--- src/rtl/evcnt_pkg.sv ---
package evcnt_pkg;
   // bit positions inside a counter control word
   localparam int CB_FRZ     = 0;  // local freeze
   localparam int CB_FSUP    = 1;  // freeze in supervisor state
   localparam int CB_FUSR    = 2;  // freeze in user state
   localparam int CB_FMK1    = 3;  // freeze while mark = 1
   localparam int CB_FMK0    = 4;  // freeze while mark = 0
   localparam int CB_CHAIN   = 5;  // take lower neighbour's carry as event
   localparam int CB_SEL_LSB = 8;  // event select field
endpackage

--- src/rtl/evcnt_gate.sv ---
module evcnt_gate (
   input  logic frz_local,
   input  logic frz_sup,
   input  logic frz_usr,
   input  logic frz_mk1,
   input  logic frz_mk0,
   input  logic frz_all,
   input  logic priv_sup,
   input  logic mark,
   output logic cnt_en
);
   logic state_block;

   always_comb begin
      state_block = (priv_sup & frz_sup) | (~priv_sup & frz_usr)
                  | (mark & frz_mk1)     | (~mark & frz_mk0);
      cnt_en      = ~(frz_all | frz_local | state_block);
   end


   always_comb begin
      frz_mark_both_chk: assert (!(frz_mk1 && frz_mk0) || !cnt_en);
   end
endmodule

--- src/rtl/evcnt_cell.sv ---
module evcnt_cell
   import evcnt_pkg::*;
#(
   parameter int CTR_W     = 32,
   parameter int NUM_EV    = 8,
   parameter bit HAS_CHAIN = 1'b1,
   localparam int EVSEL_W  = $clog2(NUM_EV),
   localparam int CTL_W    = CB_SEL_LSB + EVSEL_W
) (
   input  logic             clk,
   input  logic             rst_n,
   input  logic [NUM_EV-1:0] ev_strobe,
   input  logic             priv_sup,
   input  logic             mark,
   input  logic             frz_all,
   input  logic             carry_in,
   input  logic             wr_val,
   input  logic             wr_ctl,
   input  logic [CTR_W-1:0] wr_data,
   output logic [CTR_W-1:0] val_q,
   output logic [CTL_W-1:0] ctl_q,
   output logic             carry_out,
   output logic             ovf_pulse,
   output logic             ovf_sticky
);
   logic             cnt_en;
   logic             ev_in;
   logic             inc;
   logic [EVSEL_W-1:0] sel;

   assign sel = ctl_q[CB_SEL_LSB +: EVSEL_W];

   evcnt_gate u_gate (
      .frz_local (ctl_q[CB_FRZ]),
      .frz_sup   (ctl_q[CB_FSUP]),
      .frz_usr   (ctl_q[CB_FUSR]),
      .frz_mk1   (ctl_q[CB_FMK1]),
      .frz_mk0   (ctl_q[CB_FMK0]),
      .frz_all   (frz_all),
      .priv_sup  (priv_sup),
      .mark      (mark),
      .cnt_en    (cnt_en)
   );

   generate
      if (HAS_CHAIN) begin : g_chain
         assign ev_in = ctl_q[CB_CHAIN] ? carry_in : ev_strobe[sel];
      end else begin : g_nochain
         logic unused_carry;
         assign unused_carry = carry_in;
         assign ev_in = ctl_q[CB_CHAIN] ? 1'b0 : ev_strobe[sel];
      end
   endgenerate

   assign inc       = cnt_en & ev_in;
   assign carry_out = inc & (&val_q) & ~wr_val;

   always_ff @(posedge clk) begin
      if (!rst_n) begin
         val_q      <= '0;
         ctl_q      <= '0;
         ovf_pulse  <= 1'b0;
         ovf_sticky <= 1'b0;
      end else begin
         if (wr_val)
            val_q <= wr_data;
         else if (inc)
            val_q <= val_q + 1'b1;
         if (wr_ctl)
            ctl_q <= wr_data[CTL_W-1:0];
         ovf_pulse <= carry_out;
         if (wr_val || wr_ctl)
            ovf_sticky <= 1'b0;
         else if (carry_out)
            ovf_sticky <= 1'b1;
      end
   end


   wr_prio_chk: assert property (@(posedge clk) disable iff (!rst_n)
      $past(rst_n) && $past(wr_val) |-> val_q == $past(wr_data));

   single_step_chk: assert property (@(posedge clk) disable iff (!rst_n)
      $past(rst_n) && !$past(wr_val) |->
         (val_q == $past(val_q)) || (val_q == $past(val_q) + 1'b1));

   frozen_hold_chk: assert property (@(posedge clk) disable iff (!rst_n)
      $past(rst_n) && !$past(wr_val) && ($past(frz_all) || $past(ctl_q[CB_FRZ]))
         |-> $stable(val_q));

   ovf_zero_chk: assert property (@(posedge clk) disable iff (!rst_n)
      ovf_pulse |-> val_q == '0);

   ovf_sticky_chk: assert property (@(posedge clk) disable iff (!rst_n)
      $past(rst_n) && ovf_pulse && !$past(wr_ctl) |-> ovf_sticky);
endmodule

--- src/rtl/evcnt_bank.sv ---
module evcnt_bank
   import evcnt_pkg::*;
#(
   parameter int NUM_CTR  = 4,
   parameter int CTR_W    = 32,
   parameter int NUM_EV   = 8,
   localparam int EVSEL_W = $clog2(NUM_EV),
   localparam int CTL_W   = CB_SEL_LSB + EVSEL_W,
   localparam int ADDR_W  = $clog2(2 * NUM_CTR + 1)
) (
   input  logic                     clk,
   input  logic                     rst_n,
   input  logic [NUM_EV-1:0]        ev_strobe,
   input  logic                     priv_sup,
   input  logic                     mark,
   input  logic                     wr_en,
   input  logic [ADDR_W-1:0]        wr_addr,
   input  logic [CTR_W-1:0]         wr_data,
   input  logic [ADDR_W-1:0]        rd_addr,
   output logic [CTR_W-1:0]         rd_data,
   output logic [NUM_CTR*CTR_W-1:0] ctr_val,
   output logic [NUM_CTR-1:0]       ovf_pulse,
   output logic [NUM_CTR-1:0]       ovf_sticky
);
   localparam logic [ADDR_W-1:0] GLB_ADDR = ADDR_W'(2 * NUM_CTR);

   generate
      if (NUM_CTR < 1) begin : g_bad_num
         $error("NUM_CTR must be at least 1");
      end
      if (NUM_EV < 2 || (NUM_EV & (NUM_EV - 1)) != 0) begin : g_bad_ev
         $error("NUM_EV must be a power of two, at least 2");
      end
      if (CTL_W > CTR_W) begin : g_bad_w
         $error("CTR_W too narrow for the control word");
      end
   endgenerate

   logic                   frz_all_q;
   logic [NUM_CTR-1:0]     carry;
   logic [NUM_CTR-1:0]     wr_val;
   logic [NUM_CTR-1:0]     wr_ctl;
   logic [CTR_W-1:0]       val   [NUM_CTR];
   logic [CTL_W-1:0]       ctl   [NUM_CTR];

   always_ff @(posedge clk) begin
      if (!rst_n)
         frz_all_q <= 1'b0;
      else if (wr_en && wr_addr == GLB_ADDR)
         frz_all_q <= wr_data[0];
   end

   generate
      for (genvar n = 0; n < NUM_CTR; n++) begin : g_ctr
         logic cin;
         assign wr_val[n] = wr_en && (wr_addr == ADDR_W'(n));
         assign wr_ctl[n] = wr_en && (wr_addr == ADDR_W'(NUM_CTR + n));
         if (n > 0) begin : g_cin
            assign cin = carry[n-1];
         end else begin : g_cin0
            assign cin = 1'b0;
         end

         evcnt_cell #(
            .CTR_W     (CTR_W),
            .NUM_EV    (NUM_EV),
            .HAS_CHAIN (n > 0)
         ) u_cell (
            .clk        (clk),
            .rst_n      (rst_n),
            .ev_strobe  (ev_strobe),
            .priv_sup   (priv_sup),
            .mark       (mark),
            .frz_all    (frz_all_q),
            .carry_in   (cin),
            .wr_val     (wr_val[n]),
            .wr_ctl     (wr_ctl[n]),
            .wr_data    (wr_data),
            .val_q      (val[n]),
            .ctl_q      (ctl[n]),
            .carry_out  (carry[n]),
            .ovf_pulse  (ovf_pulse[n]),
            .ovf_sticky (ovf_sticky[n])
         );
         assign ctr_val[n*CTR_W +: CTR_W] = val[n];
      end
   endgenerate

   always_comb begin
      rd_data = '0;
      for (int n = 0; n < NUM_CTR; n++) begin
         if (rd_addr == ADDR_W'(n))
            rd_data = val[n];
         if (rd_addr == ADDR_W'(NUM_CTR + n))
            rd_data = CTR_W'(ctl[n]);
      end
      if (rd_addr == GLB_ADDR)
         rd_data = CTR_W'(frz_all_q);
   end


   glb_frz_chk: assert property (@(posedge clk) disable iff (!rst_n)
      $past(rst_n) && $past(frz_all_q) && !$past(wr_en) |-> $stable(ctr_val));

   one_wr_chk: assert property (@(posedge clk) disable iff (!rst_n)
      $onehot0({wr_val, wr_ctl}));
endmodule

--- config.mk ---
export PLATFORM = sky130hd
export DESIGN_NAME = evcnt_bank
export DESIGN_NICKNAME = d
export VERILOG_FILES = /design/src/rtl/evcnt_pkg.sv /design/src/rtl/evcnt_gate.sv /design/src/rtl/evcnt_cell.sv /design/src/rtl/evcnt_bank.sv
export SDC_FILE = /design/constraint.sdc
export NUM_CORES = 1
export LEC_CHECK = 0
export ABC_CLOCK_PERIOD_IN_PS = 8900
export BUFFER_PORTS_ARGS = -buffer_cell sky130_fd_sc_hd__buf_2
export CAP_MARGIN = 10
export CORE_ASPECT_RATIO = 0.75
export CORE_MARGIN = 2
export CORE_UTILIZATION = 60
export DETAILED_ROUTE_END_ITERATION = 8
export GPL_TIMING_DRIVEN = 1
export PLACE_DENSITY_LB_ADDON = 0.2
export SETUP_SLACK_MARGIN = 0.02
export SYNTH_ARGS = -nofsm -noshare
export SYNTH_HDL_FRONTEND = slang
export SYNTH_SLANG_ARGS = --single-unit
--- constraint.sdc ---
create_clock -name clk -period 8.9 [get_ports clk]
set_input_delay 0 -clock clk [delete_from_list [all_inputs] [get_ports clk]]
set_output_delay 0 -clock clk [all_outputs]
set_load 0.005 [all_outputs]
==> flow_summary.json <==
{
  "drive_gt1_share_pct": 20.81,
  "async_flop_share_pct": 0,
  "clock_latency_ns": 0.46,
  "timing.final.hold_violations": 0,
  "dr.pass1.iters": 9,
  "violations": "design-rule violations",
  "yosysSeqAreaShare_pct": 34.77,
  "place_congestion": 1.110,
  "vias": 11790,
  "postSynthCellCount": 1281,
  "io_pins": 221,
  "dieArea_sq_um": 18450,
  "start_util_pct": 61.55,
  "htree_levels": 4,
  "grt_overflow_total": 0,
  "synth.avg_cell_area_sq_um": 8.134,
  "tightest_slew_ns": 1.228,
  "leakagePower_nw": 4.797,
  "mostFrequentLayoutCell": "buf_2",
  "grt_pass1_wl_um": 62400,
  "grt.total_usage_pct": 44.87,
  "endpoint_kind": "flip-flop",
  "synth-edff-count": 0,
  "setup_viol": 0,
  "first_global_vias": 10070,
  "nNetsFinal": 1524,
  "rsz0062_at_grt": "false",
  "setup_tns_ns": 0,
  "cts-root-buf": "clkbuf_16",
  "synth-seq-cells": 181,
  "cp-start-kind": "input pin",
  "clock_skew_ns": 0.01635,
  "layout_common_cells": "220 x buf_2, 181 x dfxtp_1, 118 x o21ai_0",
  "crit_arrival_ns": 4.28,
  "cts_tree": "yes",
  "dpl.hpwl_um": 30470,
  "cts.path.max_buffers": 2,
  "status": "complete, but fails checks",
  "min_path_type": "in -> reg",
  "drc_errors": 2,
  "area_delta_synth_final_pct": 19.22,
  "synth.net_count": 1338,
  "wirelength_um": 42630,
  "synth.distinct_cells": 68,
  "seq_area_sq_um": 3623,
  "maxSlewViolCount": 0,
  "fmax_mhz": 255.4,
  "max-vdd-ir-drop_mv": 0.1225,
  "post-route-util_pct": 73.39,
  "ant_nets": 0,
  "portBuffers": 220,
  "crit_path_max_fanout": 63,
  "num_rows": 41,
  "crit_type": "in -> reg",
  "cts_sinks": 181,
  "die-width_um": 156.2,
  "fp.dieH_um": 118.1,
  "wl_per_cell_um": 25.14,
  "multi_input_area_sq_um": 6349,
  "min_period_ns": 3.916,
  "coreArea_sq_um": 16930,
  "cts-buffers-inserted": 17,
  "period_share_pct": 44.00,
  "cap_violations": 0,
  "cts.clk_slew.worst_paths_ns": 0.07,
  "crit_required_ns": 9.27,
  "syn_area_sq_um": 10420,
  "ys.warnings.count": 0,
  "antenna_found_initial": 3,
  "synth_ff_type": "dfxtp_1",
  "grt_max_degree": 101,
  "slew_headroom_pct": 18.16,
  "drtIter0Drc": 2160,
  "fill_cells": 1347,
  "p_per_area_nw_per_um2": 147.6,
  "via_per_inst": 6.953
}
==> sequential cells by signal, summed over array words and instances (netlist names) <==
register	count
g_ctr.u_cell.val_q	128
g_ctr.u_cell.ovf_pulse	4
g_ctr.u_cell.ctl_q	44
frz_all_q	1
g_ctr.u_cell.ovf_sticky	4
==> worst paths after layout <==
path | slack (ns) | end | cells past startpoint | start
setup / recovery | 4.98 | g_ctr[2].u_cell.val_q[19] | 11 | wr_addr[3]
hold / removal | 0.02 | g_ctr[2].u_cell.ovf_sticky | 3 | wr_en
hold reg to reg | 0.48 | g_ctr[0].u_cell.ctl_q[6] | 2 | g_ctr[0].u_cell.ctl_q[6]
setup reg to reg | 5.05 | g_ctr[2].u_cell.val_q[19] | 8 | g_ctr[0].u_cell.val_q[3]
==> worst max-delay path, cell delays in order <==
cell and delay, ns:
dlygate4sd3_1 0.53, buf_2 0.13, nor2b_1 0.10, nand3b_1 0.12, buf_4 0.54, nand4_1 0.36, o31a_1 0.54, nor4_4 0.42
o2111ai_2 0.59, or4_1 0.69, a31oi_1 0.20
==> what timing repair did <==
action,4_1_cts,5_1_grt
resized for setup,0,0
setup buffers,0,0
endpoints found under the hold margin,108,0
setup endpoints to repair,0,0
hold buffers,33,0
==> where the power goes <==
group	switching, W	total [W]	internal, W
clock	0.000367	0.000771	0.000404
sequential	0.0000438	0.000873	0.000829
combinational	0.000117	0.000190	0.0000727
==> per-stage QoR <==
stage | power [W] | cells | hold slack [ns] | setup WS (ns) | instance area, sq um
floorplan | 0.0009617 | 1281 | 0.1360 | 5.998 | 10420
global placement | 0.001054 | 1630 | 0.3480 | 5.303 | 11510
detailed placement | 0.001056 | 1630 | 0.3647 | 5.143 | 11510
CTS | 0.001814 | 1695 | 0.01895 | 5.160 | 12420
global route | 0.001868 | 1696 | 0.05387 | 4.809 | 12420
finish | 0.001834 | 1696 | 0.02126 | 4.984 | 12420
==> synth_stat cells (all sizes together) (2+ instances only) <==
cell | number | area, sq um
dfxtp | 181 | 3623
o21ai | 120 | 600.6
nand2 | 102 | 382.9
nor2 | 94 | 352.8
a21oi | 89 | 445.4
clkbuf | 80 | 300.3
a22oi | 65 | 488.0
nand3 | 51 | 255.2
xnor2 | 47 | 411.6
a31oi | 45 | 281.5
nand4 | 37 | 259.0
mux2i | 35 | 350.3
xor2 | 35 | 306.5
a211oi | 34 | 285.3
and3 | 27 | 168.9
o31ai | 20 | 150.1
or4 | 20 | 153.9
buf | 19 | 111.4
inv | 19 | 71.32
nor3 | 17 | 85.08
nor4 | 15 | 136.4
and4 | 14 | 122.6
mux2 | 12 | 135.1
or3 | 12 | 75.07
a221oi | 7 | 61.31
a22o | 7 | 61.31
and2 | 7 | 43.79
nand3b | 7 | 52.55
a21bo | 6 | 60.06
mux4 | 6 | 135.1
nand2b | 6 | 37.54
or2 | 6 | 37.53
a2111oi | 5 | 55.05
ha | 4 | 50.05
o31a | 4 | 35.03
nand4b | 3 | 26.28
o2111ai | 3 | 26.28
a41o | 2 | 20.02
nor2b | 2 | 12.51
nor4bb | 2 | 20.02
==> layout make-up <==
type	instances	share of cell area, %
antenna	1	0.02014
clock buffer	19	3.565
clock inverter	13	1.098
inverter	19	0.5741
multi-input combinational	982	51.10
sequential	181	29.17
tap	215	2.165
timing repair buffer	266	12.31
==> layer usage <==
layer  vias to the layer above  GRT usage [%]  part of all wire (%)
met5                         -              0                  0.11
met4                         4          11.70                   3.3
met3                       157          20.80                    18
met2                       960          58.57                    39
met1                      5491          65.56                    40
li1                       5180              -                     -
==> kinds of logic after synthesis <==
logic type / count (synthesis) / synth area share, %
fa+ha+maj: 4 / 0.4803
buf+inv: 118 / 4.635
compound gates: 417 / 25.60
mux: 53 / 5.956
simple gates: 426 / 21.66
flops: 181 / 34.77
xor+xnor: 82 / 6.892
(Power assumes the default switching activity.)
